===== config.mk =====
export PLATFORM = sky130hd
export DESIGN_NAME = dram_sweep_refresh_ctrl
export DESIGN_NICKNAME = d
export VERILOG_FILES = /design/src/rtl/drc_pkg.sv /design/src/rtl/drc_window_timer.sv /design/src/rtl/drc_row_tracker.sv /design/src/rtl/drc_addr_mux.sv /design/src/rtl/drc_strobe_fsm.sv /design/src/rtl/dram_sweep_refresh_ctrl.sv
export SDC_FILE = /design/constraint.sdc
export NUM_CORES = 1
export LEC_CHECK = 0
export ABC_AREA = 1
export BUFFER_PORTS_ARGS = -buffer_cell sky130_fd_sc_hd__buf_4
export CELL_PAD_IN_SITES_DETAIL_PLACEMENT = 0
export CELL_PAD_IN_SITES_GLOBAL_PLACEMENT = 1
export CORE_MARGIN = 10
export CORE_UTILIZATION = 45
export CTS_CLUSTER_SIZE = 28
export DETAILED_ROUTE_END_ITERATION = 6
export PLACE_DENSITY = 0.8
export SLEW_MARGIN = 40
export SYNTH_ARGS = -nofsm -noshare
export SYNTH_HDL_FRONTEND = slang
export SYNTH_SLANG_ARGS = --single-unit

===== constraint.sdc =====
create_clock -name clk -period 17.3 [get_ports clk]
set_clock_uncertainty 0.15 [all_clocks]
set_input_delay 0.865 -clock clk [delete_from_list [all_inputs] [get_ports clk]]
set_output_delay 0.865 -clock clk [all_outputs]
set_load 0.1 [all_outputs]

===== src/rtl/drc_pkg.sv =====
package drc_pkg;

    typedef enum logic [2:0] {
        ST_IDLE,
        ST_ROW,
        ST_COL,
        ST_DONE,
        ST_PRE
    } drc_state_e;

endpackage


===== src/rtl/drc_window_timer.sv =====
// Retention window timer: prescaler followed by a tick counter.
module drc_window_timer #(
    parameter int PRESCALE     = 50000,
    parameter int WINDOW_TICKS = 256,
    localparam int PW          = $clog2(PRESCALE + 1),
    localparam int TW          = $clog2(WINDOW_TICKS + 1)
) (
    input  logic clk,
    input  logic rst_n,
    output logic window_end
);

    logic [PW-1:0] pre_q;
    logic [TW-1:0] tick_q;
    logic          tick;

    assign tick       = (pre_q == PW'(PRESCALE - 1));
    assign window_end = tick && (tick_q == TW'(WINDOW_TICKS - 1));

    always_ff @(posedge clk) begin
        if (!rst_n) begin
            pre_q  <= '0;
            tick_q <= '0;
        end else begin
            if (tick) begin
                pre_q <= '0;
                if (window_end) begin
                    tick_q <= '0;
                end else begin
                    tick_q <= tick_q + TW'(1);
                end
            end else begin
                pre_q <= pre_q + PW'(1);
            end
        end
    end

endmodule


===== src/rtl/drc_row_tracker.sv =====
// One coverage bit per row; evaluated and cleared at each window end.
module drc_row_tracker #(
    parameter int ROWS   = 256,
    localparam int ROW_W = $clog2(ROWS)
) (
    input  logic             clk,
    input  logic             rst_n,
    input  logic             hit,
    input  logic [ROW_W-1:0] hit_row,
    input  logic             window_end,
    output logic             refresh_miss,
    output logic [ROW_W-1:0] miss_row
);

    logic [ROWS-1:0]  seen_q;
    logic [ROWS-1:0]  seen_now;
    logic             all_seen;
    logic [ROW_W-1:0] first_gap;

    // A strobe in the closing cycle still counts for the closing window.
    always_comb begin
        seen_now = seen_q;
        if (hit) begin
            seen_now[hit_row] = 1'b1;
        end
    end

    assign all_seen = &seen_now;

    // Lowest-index clear bit.
    always_comb begin
        first_gap = '0;
        for (int i = ROWS - 1; i >= 0; i--) begin
            if (!seen_now[i]) begin
                first_gap = ROW_W'(i);
            end
        end
    end

    always_ff @(posedge clk) begin
        if (!rst_n) begin
            seen_q       <= '0;
            refresh_miss <= 1'b0;
            miss_row     <= '0;
        end else if (window_end) begin
            seen_q <= '0;
            if (!all_seen) begin
                refresh_miss <= 1'b1;
                miss_row     <= first_gap;
            end
        end else begin
            seen_q <= seen_now;
        end
    end

endmodule


===== src/rtl/drc_addr_mux.sv =====
// Row/column multiplexer onto the shared DRAM address pins.
module drc_addr_mux #(
    parameter int ROW_W  = 8,
    parameter int COL_W  = 8,
    localparam int MUX_W = (ROW_W > COL_W) ? ROW_W : COL_W
) (
    input  logic [ROW_W-1:0] row,
    input  logic [COL_W-1:0] col,
    input  logic             sel_col,
    output logic [MUX_W-1:0] dram_addr
);

    logic [MUX_W-1:0] row_p;
    logic [MUX_W-1:0] col_p;

    if (ROW_W == MUX_W) begin : g_row_full
        assign row_p = row;
    end else begin : g_row_pad
        assign row_p = {{(MUX_W - ROW_W){1'b0}}, row};
    end

    if (COL_W == MUX_W) begin : g_col_full
        assign col_p = col;
    end else begin : g_col_pad
        assign col_p = {{(MUX_W - COL_W){1'b0}}, col};
    end

    assign dram_addr = sel_col ? col_p : row_p;

endmodule


===== src/rtl/drc_strobe_fsm.sv =====
// Strobe sequencer: row phase, optional column phase, ready, precharge.
module drc_strobe_fsm
    import drc_pkg::*;
#(
    parameter int ROW_W   = 8,
    parameter int COL_W   = 8,
    parameter int T_RCD   = 2,
    parameter int T_CAS   = 2,
    parameter int T_PRE   = 2,
    localparam int ADDR_W = ROW_W + COL_W,
    localparam int MAXA   = (T_RCD > T_CAS) ? T_RCD : T_CAS,
    localparam int MAXD   = (MAXA > T_PRE) ? MAXA : T_PRE,
    localparam int CW     = $clog2(MAXD + 1)
) (
    input  logic              clk,
    input  logic              rst_n,
    input  logic              req_valid,
    input  logic [ADDR_W-1:0] req_addr,
    input  logic              req_rom,
    output logic              accept,
    output logic [ROW_W-1:0]  row_q,
    output logic [COL_W-1:0]  col_q,
    output logic              rom_q,
    output logic              sel_col,
    output logic              ras_n,
    output logic              cas_n,
    output logic              req_ready
);

    drc_state_e    state_q, state_d;
    logic [CW-1:0] cnt_q, cnt_d;

    assign accept = (state_q == ST_IDLE) && req_valid;

    // Next-state logic
    always_comb begin
        state_d = state_q;
        cnt_d   = cnt_q;
        unique case (state_q)
            ST_IDLE: begin
                if (req_valid) begin
                    state_d = ST_ROW;
                    cnt_d   = CW'(T_RCD - 1);
                end
            end
            ST_ROW: begin
                if (cnt_q == '0) begin
                    if (rom_q) begin
                        state_d = ST_DONE;
                    end else begin
                        state_d = ST_COL;
                        cnt_d   = CW'(T_CAS - 1);
                    end
                end else begin
                    cnt_d = cnt_q - CW'(1);
                end
            end
            ST_COL: begin
                if (cnt_q == '0) begin
                    state_d = ST_DONE;
                end else begin
                    cnt_d = cnt_q - CW'(1);
                end
            end
            ST_DONE: begin
                if (T_PRE > 1) begin
                    state_d = ST_PRE;
                    cnt_d   = CW'(T_PRE - 2);
                end else begin
                    state_d = ST_IDLE;
                end
            end
            ST_PRE: begin
                if (cnt_q == '0) begin
                    state_d = ST_IDLE;
                end else begin
                    cnt_d = cnt_q - CW'(1);
                end
            end
            default: state_d = ST_IDLE;
        endcase
    end

    // State register and request capture
    always_ff @(posedge clk) begin
        if (!rst_n) begin
            state_q <= ST_IDLE;
            cnt_q   <= '0;
            row_q   <= '0;
            col_q   <= '0;
            rom_q   <= 1'b0;
        end else begin
            state_q <= state_d;
            cnt_q   <= cnt_d;
            if (accept) begin
                row_q <= req_addr[ROW_W-1:0];
                col_q <= req_addr[ADDR_W-1:ROW_W];
                rom_q <= req_rom;
            end
        end
    end

    // Outputs decoded from the state
    always_comb begin
        ras_n     = 1'b1;
        cas_n     = 1'b1;
        sel_col   = 1'b0;
        req_ready = 1'b0;
        unique case (state_q)
            ST_IDLE: ;
            ST_ROW:  ras_n = 1'b0;
            ST_COL: begin
                ras_n   = 1'b0;
                cas_n   = 1'b0;
                sel_col = 1'b1;
            end
            ST_DONE: req_ready = 1'b1;
            ST_PRE:  ;
            default: ;
        endcase
    end

endmodule


===== src/rtl/dram_sweep_refresh_ctrl.sv =====
module dram_sweep_refresh_ctrl #(
    parameter int ROWS         = 256,
    parameter int COLS         = 256,
    parameter int T_RCD        = 2,
    parameter int T_CAS        = 2,
    parameter int T_PRE        = 2,
    parameter int PRESCALE     = 50000,
    parameter int WINDOW_TICKS = 256,
    localparam int ROW_W       = $clog2(ROWS),
    localparam int COL_W       = $clog2(COLS),
    localparam int ADDR_W      = ROW_W + COL_W,
    localparam int MUX_W       = (ROW_W > COL_W) ? ROW_W : COL_W
) (
    input  logic              clk,
    input  logic              rst_n,
    input  logic              req_valid,
    input  logic [ADDR_W-1:0] req_addr,
    input  logic              req_rom,
    output logic              req_ready,
    output logic              dram_ras_n,
    output logic              dram_cas_n,
    output logic [MUX_W-1:0]  dram_addr,
    output logic              refresh_miss,
    output logic [ROW_W-1:0]  miss_row
);

    logic             accept;
    logic [ROW_W-1:0] row_q;
    logic [COL_W-1:0] col_q;
    logic             cyc_rom;
    logic             sel_col;
    logic             win_end;

    drc_strobe_fsm #(
        .ROW_W (ROW_W),
        .COL_W (COL_W),
        .T_RCD (T_RCD),
        .T_CAS (T_CAS),
        .T_PRE (T_PRE)
    ) u_fsm (
        .clk       (clk),
        .rst_n     (rst_n),
        .req_valid (req_valid),
        .req_addr  (req_addr),
        .req_rom   (req_rom),
        .accept    (accept),
        .row_q     (row_q),
        .col_q     (col_q),
        .rom_q     (cyc_rom),
        .sel_col   (sel_col),
        .ras_n     (dram_ras_n),
        .cas_n     (dram_cas_n),
        .req_ready (req_ready)
    );

    drc_addr_mux #(
        .ROW_W (ROW_W),
        .COL_W (COL_W)
    ) u_mux (
        .row       (row_q),
        .col       (col_q),
        .sel_col   (sel_col),
        .dram_addr (dram_addr)
    );

    drc_window_timer #(
        .PRESCALE     (PRESCALE),
        .WINDOW_TICKS (WINDOW_TICKS)
    ) u_timer (
        .clk        (clk),
        .rst_n      (rst_n),
        .window_end (win_end)
    );

    drc_row_tracker #(
        .ROWS (ROWS)
    ) u_track (
        .clk          (clk),
        .rst_n        (rst_n),
        .hit          (accept),
        .hit_row      (req_addr[ROW_W-1:0]),
        .window_end   (win_end),
        .refresh_miss (refresh_miss),
        .miss_row     (miss_row)
    );

endmodule


# Word level (Yosys, flattened, before mapping)
# Cells that the tools add are included.
totals:
  register_bits: 312
  ram_bits: 0
  in_bits: 20
  out_inout_bits: 20
  mem_count: 0
  rom_bits: 0
  word_cells: 320
  latch_bits: 0
classes:
  mul: 0
  magnitude_cmp: 2
  shifts: 0
  div_mod_pow: 0
  addsub: 3
  n_mux: 276
  reduce_logical: 14
  bitwise_logic: 3
  n_eq_ne: 12
op_table:
  columns: ["op", "n"]
  rows:
  - ["8-bit two-way mux", 257]
  - ["256-bit two-way mux", 1]
  - ["256-bit OR", 1]
  - ["256-bit AND reduction", 1]
  - ["16-bit by 1-bit adder with 16-bit output, second input constant", 1]
  - ["16-bit == test, second input constant", 1]
  - ["3-bit one-hot mux with 5 select lines", 1]
  - ["3-bit two-way mux", 4]
  - ["9-bit by 1-bit adder with 9-bit output, second input constant", 1]
  - ["9-bit by 8-bit == test with 1-bit output, second input constant", 1]
  - ["8-bit by 9-bit < comparator with 1-bit output, second input constant", 1]
  - ["9-bit two-way mux", 1]
  - ["1-bit demux with 8-bit select", 1]
  - ["8-bit by 1-bit greater-or-equal comparator with 1-bit output, second input constant", 1]
  - ["2-bit two-way mux", 4]
  - ["2-bit one-hot mux with 4 select lines", 1]
  - ["4-bit AND reduction", 2]
  - ["2-bit OR reduction", 4]
  - ["3-bit by 2-bit == test with 1-bit output, second input constant", 2]
  - ["1-bit two-way mux", 6]
  - ["2-bit by 1-bit inequality test with 1-bit output, second input constant", 3]
  - ["2-bit inequality test, second input constant", 2]
  - ["4-bit nonzero test", 1]
  - ["3-bit by 1-bit == test with 1-bit output, second input constant", 1]
  - ["8 further kinds", 11]

# Depth between registers and ports, before layout
# Gate-level depths: netlist (run 1).
depth:
  ltp_word: 262
  depth_mapped: 261

# By module
# From an unflattened synthesis (run 1), not the netlist that was laid out.
unflattened:
  cells_unflattened: 2289
  hier_area_um2: 14705.4
modules_own_cells:
  columns: ["mod", "area_per_inst_um2", "n_inst", "cells_per_inst", "seq_area_each_um2"]
  rows:
  - ["drc_row_tracker", 12119.1, 1, 1934, 5305.1]
  - ["drc_window_timer", 1390.1, 1, 190, 500.5]
  - ["drc_strobe_fsm", 1091.0, 1, 139, 440.4]
  - ["drc_addr_mux", 105.1, 1, 26, 0.0]

# Worst setup path before layout (run 1)
# OpenSTA, ideal clock, no wires.
synth_timing:
  path_type: "input-to-reg"
  start: "input req_addr[5]"
  end: "register u_track.miss_row[0]"
  path_buffers: 1
  arrival_ps: 12133
  slack_ps: 4885
  setup_ps: 132
  required_ps: 17018
  path_stages: 256
  path_cell_list: "nand2_1 > nor2_2 > clkbuf_1 > a21oi_1 > inv_2 > nand2_1 > nand2_1 > nand2_1 > nand2_1 > nand2_1 > nand2_1 > nand2_1 > nand2_1 > nand2_1 > nand2_1 > nand2_1 > nand2_1 > nand2_1 > (+220 left out) > nand2_1 > nand2_1 > nand2_1 > nand2_1 > nand2_1 > nand2_1 > nand2_1 > nand2_1 > nand2_1 > nand2_1 > nand2_1 > nand2_1 > nand2_1 > nand2_1 > nand2_1 > nand2_1 > nand2_1 > a21oi_1"
synth_between:
  elab_chain_len: 262
synth_lines:
  columns: ["element", "line_no", "source"]
  rows:
  - ["start, declared", "dram_sweep_refresh_ctrl.sv:17", "input logic [ADDR_W-1:0] req_addr,"]
  - ["8-bit by 9-bit < comparator with 1-bit output (not written as such) / 8-bit by 1-bit greater-or-equal comparator with 1-bit output (equally long branches)", "drc_row_tracker.sv:24", "seen_now[hit_row] = 1'b1;"]
  - ["1-bit logical AND (not written as such)", "drc_row_tracker.sv:24", null]
  - ["1-bit two-way mux (not written as such)", "drc_row_tracker.sv:24", null]
  - ["1-bit demux with 8-bit select *", null, null]
  - ["256-bit OR (no source line) *", null, null]
  - ["256-bit two-way mux *", "drc_row_tracker.sv:23", "if (hit) begin"]
  - ["8-bit two-way mux (256 in a row)", "drc_row_tracker.sv:34", "if (!seen_now[i]) begin"]
  - ["end signal, assigned", "drc_row_tracker.sv:49", "miss_row <= first_gap;"]
  - ["end, declared", "drc_row_tracker.sv:12", "output logic [ROW_W-1:0] miss_row"]
# Every way passes the cells marked *; elsewhere a longest branch is shown, timed or not.
# A chain may end at the register's enable or synchronous reset.

# Worst setup path after layout (run 1)
layout_timing:
  start: "register u_fsm.state_q[0]"
  end: "register u_track.miss_row[0]"
layout_between:
  elab_chain_len: 259
layout_lines:
  columns: ["element", "line_no", "source"]
  rows:
  - ["start, declared", "drc_strobe_fsm.sv:30", "drc_state_e state_q, state_d;"]
  - ["start signal, assigned", "drc_strobe_fsm.sv:93", "state_q <= state_d;"]
  - ["3-bit zero test *", "drc_strobe_fsm.sv:33", "assign accept = (state_q == ST_IDLE) && req_valid;"]
  - ["1-bit logical AND *", "drc_strobe_fsm.sv:33", null]
  - ["256-bit two-way mux *", "drc_row_tracker.sv:23", null]
  - ["8-bit two-way mux (256 in a row)", "drc_row_tracker.sv:34", null]
# Marked as above.

==> results of run 1 <==
==> sequential cells by signal, summed over array words and instances, names as in the netlist <==
register and flops:
u_fsm.col_q 8, u_track.refresh_miss 1, u_track.miss_row 8, u_timer.pre_q 16
u_fsm.cnt_q 2, u_track.seen_q 256, u_fsm.state_q 3, u_fsm.rom_q 1
u_fsm.row_q 8, u_timer.tick_q 9
==> per-stage QoR <==
step	setup slack, ns	TNS (ns)
after floorplan	4.88	0
after global placement	1.73	0
after detailed placement	1.76	0
after CTS	2.08	0
after global routing	-0.000258	-0.000258
final	2.90	0
==> cells in the final DEF, fill, tap and decap left out, drive strengths merged, types with 12 or more instances in the layout <==
cell type and n:
inv 351, nand2 533, nor3 39, nand3 24, nor4 12, dfxtp 312
clkbuf 52, o21ai 42, nor2 490, buf 75, a21oi 291, a31oi 24
==> worst min path at each step <==
stage / endpoint / cells past startpoint / slack, ns / startpoint
floorplan: u_timer.pre_q[0] / 1 / 0.27 / u_timer.pre_q[0]
global placement: u_timer.pre_q[0] / 1 / 0.28 / u_timer.pre_q[0]
detailed placement: u_timer.pre_q[0] / 1 / 0.29 / u_timer.pre_q[0]
CTS: u_fsm.row_q[3] / 2 / 0.30 / u_fsm.row_q[3]
global route: u_fsm.row_q[3] / 2 / 0.31 / u_fsm.row_q[3]
finish: u_fsm.row_q[2] / 2 / 0.30 / u_fsm.row_q[2]
==> per-layer routing <==
metal	wire (microns)	GRT usage (%)	vias up
li1	-	-	6981
met1	19900	28.1	6065
met2	18100	33.1	251
met3	1750	2.79	60
met4	855	5.17	0
met5	0	0	-
==> power by group through the flow <==
stage          sequential [uW]  clock (uW)  combinational [uW]
2_1_floorplan              759           0                 173
3_3_place_gp               761           0                 228
3_5_place_dp               762           0                 232
4_1_cts                    747         772                 232
5_1_grt                    749         801                 264
6_report                   747         753                 246
==> what timing repair did <==
| action | in CTS | in global routing |
|---|---|---|
| gates resized for setup | 0 | 6 |
| setup buffers | 0 | 8 |
| setup endpoints to repair | 0 | 1 |
==> critical path, delay by kind of cell, from the launching register on <==
family / cells / cell delay (ns)
buf+inv: 2 / 0.33
compound gates: 2 / 0.23
simple gates: 253 / 13.09
flops: 1 / 0.39
==> area by class of cell <==
class / count / share of cell area [%]
multi-input combinational: 1505 / 40.3
sequential: 312 / 37.9
inverter: 351 / 8.07
clock buffer: 52 / 6.52
timing repair buffer: 75 / 3.54
tap: 402 / 3.05
clock inverter: 8 / 0.570
==> logic make-up (layout without fill, tap and decap cells) <==
group           Yosys count  count (layout)  share of synthesized area, %
flops                   312             312                          43.4
xor+xnor                  5               5                         0.305
buf+inv                 408             486                          10.7
fa+ha+maj                 4               4                         0.348
simple gates           1112            1114                          31.1
compound gates          382             382                          14.1
==> results.sh, run 1 <==
export IMPL_outcome="complete, no violations"
export IMPL_cts_tree="done"
export IMPL_post_route_period_util_pct=83.2
export IMPL_antenna_found_initial=0
export IMPL_reg2reg_from="u_fsm.state_q[0]"
export IMPL_p_comb_share_pct=14.1
export IMPL_diodes=0
export IMPL_fin_util_pct=52.2
export IMPL_period_needed_ns=14.40
export IMPL_leakagePower_uw=0.00791
export IMPL_cts_made_buffers=37
export IMPL_cp_endpoint="u_track.miss_row[0]"
export IMPL_wirelength_mm=40.6
export IMPL_cp_arrival_ns=14.62
export IMPL_grt_overflow=0
export IMPL_end_kind="flop"
export IMPL_max_cap_violations=0
export IMPL_postCtsHoldBufs=0
export IMPL_worstSetupPathType="flop to flop"
export IMPL_syn_nets=2247
export IMPL_netlist_area_leader_share_pct=43.4
export IMPL_clock_path_buffers=3
export IMPL_synthCells=2223
export IMPL_drt_iter0_drc=760
export IMPL_synth_flop_cell="dfxtp_1"
export IMPL_swShare_pct=28.6
export IMPL_grt_pass1_vias=12200
export IMPL_drc=0
export IMPL_cp_data_required_time_ns=17.52
export IMPL_ys_async_sr_fraction_pct=0
export IMPL_hold_class="flop to flop"
export IMPL_cp_startpoint="u_fsm.state_q[0]"
export IMPL_multi_input_area_sq_um=6640
export IMPL_synth_top_cells_by_count="nand2_1, nor2_1, inv_1, dfxtp_1, a21oi_1"
export IMPL_post_route_cells_drive_above_1_share_pct=7.73
export IMPL_rows=65
export IMPL_power_frac_seq_pct=42.8
export IMPL_p_total_uw=1750
export IMPL_gp_congestion=0.866
export IMPL_synthDistinctLibCells=41
export IMPL_p_sw_uw=499
export IMPL_dp_hpwl_mm=27.7
export IMPL_nets=2306
export IMPL_wl_per_cell_microns=15.0
export IMPL_final_cells=2705
export IMPL_core_area_sq_um=31600
export IMPL_yosys_warnings=0
export IMPL_regToRegSetupSlack_ns=2.90
export IMPL_detail_route_antenna_nets=0
export IMPL_hold_violations=0
export IMPL_seq_area_frac_synth_pct=43.4
export IMPL_htreeDepth=2
export IMPL_syn_area_sq_um=14400
export IMPL_path_clk_slew_ns=0.06
export IMPL_slew_violations=0
export IMPL_p_int_uw=1250
export IMPL_final_setup_viol_count=0
export IMPL_slowest_stage="dfxtp_1"
export IMPL_power_per_cell_area_nw_per_um2=106
export IMPL_reg2regPathDepth=257
export IMPL_ys_ff_latch=312
export IMPL_syn_area_per_cell_sq_um=6.47
export IMPL_cts_sinks=312
export IMPL_synth_most_common_cell="nand2_1"
export IMPL_fillCellCount=3288
export IMPL_area_growth_pct=14.6
export IMPL_place_area_sq_um=15200
export IMPL_yosys_area_top_type="dfxtp_1"
export IMPL_fmax_mhz=69.4
export IMPL_vdd_drop_max_mv=0.112
export IMPL_die_area_sq_um=39500
export IMPL_start_util_pct=45.6
export IMPL_vias=13400
export IMPL_worstMarginPinSlew_ns=0.789
export IMPL_timing_rr_end="u_track.miss_row[0]"
export IMPL_die_width_microns=199
export IMPL_power_share_clock_pct=43.1
export IMPL_post_drt_via_cell_ratio=4.94
export IMPL_grt_max_degree=99
export IMPL_grt_pass1_wl_mm=64.3
export IMPL_slew_headroom_pct=47.4
export IMPL_regArea_sq_um=6250
export IMPL_max_stage_delay_ns=0.39
export IMPL_crit_path_max_fanout=6
export IMPL_io_buffers=39
export IMPL_final_area_sq_um=16500
export IMPL_synth_edf_count=0
export IMPL_clock_latency_ns=0.52
export IMPL_grt_usage_pct=20.5
export IMPL_cts_root_buffer_cell="clkbuf_16"
export IMPL_ys_top_cells_by_area="dfxtp_1, nand2_1, nor2_1"
export IMPL_hold_slack_ns=0.298
export IMPL_crit_top_cell="nand2_1"
export IMPL_drt_pass1_iter_count=5
export IMPL_io_pins=40
export IMPL_dieHeight_microns=199
export IMPL_crit_path_start_kind="flop"
export IMPL_placed_cells=2634
Note: power is estimated with default switching activity, not from simulation.
==> run 2, diff against run 1 <==
--- a/config.mk
+++ b/config.mk
@@ -10,10 +10,10 @@
 export CELL_PAD_IN_SITES_DETAIL_PLACEMENT = 0
 export CELL_PAD_IN_SITES_GLOBAL_PLACEMENT = 1
 export CORE_MARGIN = 10
-export CORE_UTILIZATION = 45
+export CORE_UTILIZATION = 40
 export CTS_CLUSTER_SIZE = 28
 export DETAILED_ROUTE_END_ITERATION = 6
-export PLACE_DENSITY = 0.8
+export PLACE_DENSITY = 0.75
 export SLEW_MARGIN = 40
 export SYNTH_ARGS = -nofsm -noshare
 export SYNTH_HDL_FRONTEND = slang
==> constraint.sdc (replaced) <==
create_clock -name clk -period 11.8 [get_ports clk]
set_clock_uncertainty 0.15 [all_clocks]
set_input_delay 0.59 -clock clk [delete_from_list [all_inputs] [get_ports clk]]
set_output_delay 0.59 -clock clk [all_outputs]
set_load 0.1 [all_outputs]
==> results.sh, run 2 (synthesis gave the netlist of run 1 again) <==
export IMPL_outcome="complete, but fails checks"
export IMPL_violations="setup timing"
export IMPL_cp_data_required_time_ns=12.04
export IMPL_drt_pass1_iter_count=5
export IMPL_fillCellCount=3731
export IMPL_leakagePower_uw=0.00858
export IMPL_grt_max_degree=83
export IMPL_multi_input_area_sq_um=6670
export IMPL_slew_violations=0
export IMPL_slew_headroom_pct=46.9
export IMPL_setup_slack_ns=-2.17
export IMPL_pre_cts_ws_ns=-2.66
export IMPL_crit_path_start_kind="flop"
export IMPL_start_util_pct=40.5
export IMPL_dieHeight_microns=210
export IMPL_gp_congestion=0.836
export IMPL_grt_pass1_vias=13100
export IMPL_period_needed_ns=13.97
export IMPL_clock_latency_ns=0.55
export IMPL_die_width_microns=210
export IMPL_regMostFlops="u_track.seen_q"
export IMPL_end_kind="flop"
export IMPL_grt_usage_pct=19.4
export IMPL_drt_iter0_drc=719
export IMPL_clock_path_buffers=3
export IMPL_vdd_drop_max_mv=0.102
export IMPL_cts_root_buffer_cell="clkbuf_16"
export IMPL_power_per_cell_area_nw_per_um2=149
export IMPL_regArea_sq_um=6250
export IMPL_rsz0062_at_grt="yes"
export IMPL_postCtsHoldBufs=0
export IMPL_final_cells=2897
export IMPL_timing_rr_end="u_track.miss_row[0]"
export IMPL_reg2regPathDepth=261
export IMPL_io_buffers=39
export IMPL_final_setup_viol_count=1
export IMPL_io_pins=40
export IMPL_fmax_mhz=71.6
export IMPL_rows=69
export IMPL_cts_tree="done"
export IMPL_diodes=0
export IMPL_nets=2435
export IMPL_worstMarginPinSlew_ns=0.796
export IMPL_wirelength_mm=42.6
export IMPL_max_stage_delay_ns=0.33
export IMPL_die_area_sq_um=43900
export IMPL_regToRegSetupSlack_ns=-2.17
export IMPL_antenna_found_initial=0
export IMPL_max_cap_violations=0
export IMPL_htreeDepth=2
export IMPL_cts_sinks=312
export IMPL_dp_hpwl_mm=30.1
export IMPL_grt_overflow=0
export IMPL_path_clk_slew_ns=0.06
export IMPL_wl_per_cell_microns=14.7
export IMPL_post_route_period_util_pct=118
export IMPL_slowest_stage="dfxtp_2"
export IMPL_post_drt_via_cell_ratio=4.78
export IMPL_cp_arrival_ns=14.21
export IMPL_layout_common_cells="nand2_1, nor2_1, inv_1"
export IMPL_post_route_cells_drive_above_1_share_pct=13.3
export IMPL_grt_pass1_wl_mm=68.7
export IMPL_area_growth_pct=22.9
export IMPL_worstSetupPathType="flop to flop"
export IMPL_top_regs="u_track.seen_q (256), u_timer.pre_q (16), u_timer.tick_q (9)"
export IMPL_crit_path_max_fanout=3
export IMPL_hold_class="input pin to flop"
export IMPL_drc=0
export IMPL_hold_violations=0
export IMPL_core_area_sq_um=35500
export IMPL_min_from="req_addr[10]"
export IMPL_final_common_cell="nand2_1"
export IMPL_holdPathStages=3
export IMPL_vias=13800
export IMPL_cts_made_buffers=37
export IMPL_detail_route_antenna_nets=0
export IMPL_placed_cells=2830
export IMPL_whs_endpoint="u_fsm.col_q[2]"
export IMPL_largest_reg_flops=256
export IMPL_crit_top_cell="nand2_1"
export IMPL_reg2reg_from="u_fsm.state_q[1]"
==> run 2: cell types whose count changed in the layout (fill, tap and decap cells not counted), sizes merged <==
cell | previous run | this run
clkinv | 6 | 5
clkinvlp | 0 | 2
clkbuf | 52 | 55
buf | 75 | 206
nand3 | 24 | 22
==> run 2: per-stage QoR <==
step                      utilization (%)  setup TNS [ns]  hold slack [ns]  cell area (sq um)  power, uW
final                                49.8           -2.17            0.155              17700       2640
after global routing                 49.8           -5.07            0.136              17700       2740
after CTS                            49.7           -2.26            0.123              17600       2670
after detailed placement             46.1           -2.66            0.286              16400       1500
after global placement               45.9           -2.75            0.278              16300       1490
after floorplan                         -          -0.325            0.268              14400       1370
==> run 2: cell type report <==
type                            count  area share, %
Timing Repair Buffer              206           9.14
Clock buffer                       55           6.31
Sequential cell                   312           35.4
Multi-Input combinational cell   1503           37.8
Tap cell                          461           3.27
Clock inverter                      9          0.630
Inverter                          351           7.50
==> run 2: report_power, final <==
group          internal (uW)  leakage [uW]  total [uW]  switching, uW
combinational            110       0.00546         400            290
sequential              1080       0.00252        1090           11.3
clock                    696      0.000600        1150            449
==> run 2: per-layer routing <==
layer	vias up	GRT usage (%)	routed length [microns]
li1	7240	-	-
met4	0	5.14	720
met5	-	0	0
met1	6380	26.3	20900
met2	182	31.5	19300
met3	47	2.76	1760
==> run 2: repair_timing <==
item | 4_1_cts | 5_1_grt
pin swaps | 3 | 2
setup endpoints to repair | 1 | 2
setup buffers | 3 | 0
cloned | 0 | 0
resized for setup | 11 | 13
==> run 2: how the worst max path moves through the flow <==
stage	from	to	slack, ns	cells past startpoint
2_1_floorplan	req_addr[3]	u_track.miss_row[0]	-0.33	259
3_3_place_gp	req_addr[5]	u_track.miss_row[0]	-2.75	260
3_5_place_dp	req_addr[5]	u_track.miss_row[0]	-2.66	260
4_1_cts	u_fsm.state_q[0]	u_track.miss_row[0]	-2.26	261
5_1_grt	u_fsm.state_q[1]	u_track.miss_row[0]	-4.97	261
6_report	u_fsm.state_q[1]	u_track.miss_row[0]	-2.17	261
==> run 2: critical path, delay by kind of cell (launching register included) <==
kind | cells | cell delay (ns)
simple gates | 259 | 13.02
flops | 1 | 0.33
buf+inv | 1 | 0.16
compound gates | 1 | 0.06
==> run 3, diff against run 2 <==
--- a/config.mk
+++ b/config.mk
@@ -7,10 +7,10 @@
 export LEC_CHECK = 0
 export ABC_AREA = 1
 export BUFFER_PORTS_ARGS = -buffer_cell sky130_fd_sc_hd__buf_4
-export CELL_PAD_IN_SITES_DETAIL_PLACEMENT = 0
-export CELL_PAD_IN_SITES_GLOBAL_PLACEMENT = 1
+export CELL_PAD_IN_SITES_DETAIL_PLACEMENT = 1
+export CELL_PAD_IN_SITES_GLOBAL_PLACEMENT = 2
 export CORE_MARGIN = 10
-export CORE_UTILIZATION = 40
+export CORE_UTILIZATION = 31
 export CTS_CLUSTER_SIZE = 28
 export DETAILED_ROUTE_END_ITERATION = 6
 export PLACE_DENSITY = 0.75
==> results.sh, run 3 (synthesis gave the netlist of run 1 again) <==
export IMPL_drt_pass1_iter_count=4
export IMPL_hold_class="input pin to flop"
export IMPL_nets=2440
export IMPL_grt_max_degree=77
export IMPL_vias=14200
export IMPL_layout_common_cells="nand2_1, nor2_1, inv_1"
export IMPL_slowest_stage="dfxtp_2"
export IMPL_path_clk_slew_ns=0.06
export IMPL_leakagePower_uw=0.00862
export IMPL_grt_pass1_vias=14600
export IMPL_timing_rr_end="u_track.miss_row[0]"
export IMPL_clock_latency_ns=0.57
export IMPL_whs_endpoint="u_fsm.col_q[3]"
export IMPL_slew_violations=0
export IMPL_top_regs="u_track.seen_q (256), u_timer.pre_q (16), u_timer.tick_q (9)"
export IMPL_wirelength_mm=49.0
export IMPL_reg2regPathDepth=259
export IMPL_grt_pass1_wl_mm=78.9
export IMPL_worstSetupPathType="flop to flop"
export IMPL_pre_cts_ws_ns=-2.82
export IMPL_clock_path_buffers=3
export IMPL_cts_made_buffers=39
export IMPL_placed_cells=2968
export IMPL_worstMarginPinSlew_ns=0.870
export IMPL_cts_root_buffer_cell="clkbuf_16"
export IMPL_regMostFlops="u_track.seen_q"
export IMPL_p_total_uw=2690
export IMPL_area_growth_pct=24.4
export IMPL_gp_congestion=0.833
export IMPL_max_stage_delay_ns=0.33
export IMPL_drc=0
export IMPL_wl_per_cell_microns=16.1
export IMPL_core_area_sq_um=45600
export IMPL_cts_tree="done"
export IMPL_crit_path_start_kind="flop"
export IMPL_final_cells=3045
export IMPL_crit_top_cell="nand2_1"
export IMPL_dp_hpwl_mm=35.2
export IMPL_power_per_cell_area_nw_per_um2=150
export IMPL_rsz0062_at_grt="yes"
export IMPL_final_common_cell="nand2_1"
export IMPL_post_route_cells_drive_above_1_share_pct=13.7
export IMPL_die_width_microns=235
export IMPL_slew_headroom_pct=41.4
export IMPL_io_buffers=39
export IMPL_holdPathStages=3
export IMPL_post_drt_via_cell_ratio=4.65
export IMPL_antenna_found_initial=0
export IMPL_hold_violations=0
export IMPL_crit_path_max_fanout=5
export IMPL_htreeDepth=2
export IMPL_rows=78
export IMPL_timing_setup_tns_ns=-2.19
export IMPL_cts_sinks=312
export IMPL_largest_reg_flops=256
export IMPL_cp_data_required_time_ns=12.13
export IMPL_dieHeight_microns=235
export IMPL_regToRegSetupSlack_ns=-2.19
export IMPL_start_util_pct=31.5
export IMPL_grt_overflow=0
export IMPL_vdd_drop_max_mv=0.119
export IMPL_violations="setup timing"
export IMPL_period_needed_ns=13.99
export IMPL_outcome="complete, but fails checks"
export IMPL_io_pins=40
export IMPL_grt_usage_pct=17.5
export IMPL_cp_arrival_ns=14.32
export IMPL_max_cap_violations=0
export IMPL_final_setup_viol_count=1
export IMPL_end_kind="flop"
export IMPL_reg2reg_from="u_fsm.state_q[1]"
export IMPL_drt_iter0_drc=556
export IMPL_detail_route_antenna_nets=0
export IMPL_diodes=0
export IMPL_cp_num_buf_inv=3
export IMPL_postCtsHoldBufs=0
export IMPL_cpLargestDelayFamily="simple AND/OR/NAND/NOR gates"
export IMPL_fmax_mhz=71.5
export IMPL_min_from="req_addr[11]"
export IMPL_setup_slack_ns=-2.19
export IMPL_die_area_sq_um=55400
export IMPL_post_route_period_util_pct=119
[run 3: per-stage QoR]
stage          hold WS, ns  area [sq um]  util [%]
2_1_floorplan        0.268         14400         -
3_3_place_gp         0.280         16500      36.1
5_1_grt              0.132         17900      39.2
3_5_place_dp         0.288         16500      36.1
6_report             0.144         17900      39.2
4_1_cts              0.112         17800      39.0
[run 3: per-layer routing]
layer  wire [microns]  track usage [%]
met3             1420             2.55
met4             1030             4.82
met2            22200             29.1
met1            24300             23.2
met5                0                0
[run 3: worst reg2reg max path: cells and delay by family (launching register included)]
family | cells | cell delay, ns
AND/OR/NAND/NOR | 254 | 12.76
flip-flops | 1 | 0.33
buffers and inverters | 3 | 0.33
AO/OA/AOI/OAI | 2 | 0.29
[run 3: cell type report]
cell class / instances / area [sq um]
Multi-Input combinational cell: 1503 / 6710
Clock inverter: 12 / 146
Sequential cell: 312 / 6250
Tap cell: 600 / 751
Timing Repair Buffer: 209 / 1610
Clock buffer: 58 / 1100
Inverter: 351 / 1320
Fill cell: 5879 / 27700
[run 3: worst max-delay path by stage]
stage / start / endpoint / slack [ns] / depth (start not counted)
after floorplan: req_addr[3] / u_track.miss_row[0] / -0.33 / 259
after global placement: req_addr[5] / u_track.miss_row[0] / -2.70 / 259
after detailed placement: req_addr[5] / u_track.miss_row[0] / -2.82 / 259
after CTS: u_fsm.state_q[0] / u_track.miss_row[0] / -2.41 / 260
after global routing: u_fsm.state_q[1] / u_track.miss_row[0] / -5.15 / 260
final: u_fsm.state_q[1] / u_track.miss_row[0] / -2.19 / 259
[run 3: power breakdown]
part | total, uW | switching [uW] | leakage (uW) | internal [uW]
Clock | 1190 | 476 | 0.000613 | 710
Combinational | 412 | 300 | 0.00549 | 112
Sequential | 1090 | 11.7 | 0.00252 | 1080
Total | 2690 | 788 | 0.00862 | 1900
[run 3: repair_timing]
item,4_1_cts,5_1_grt
resized for setup,11,23
buffers inserted,5,1
setup endpoints to repair,1,2
pin swaps,4,14
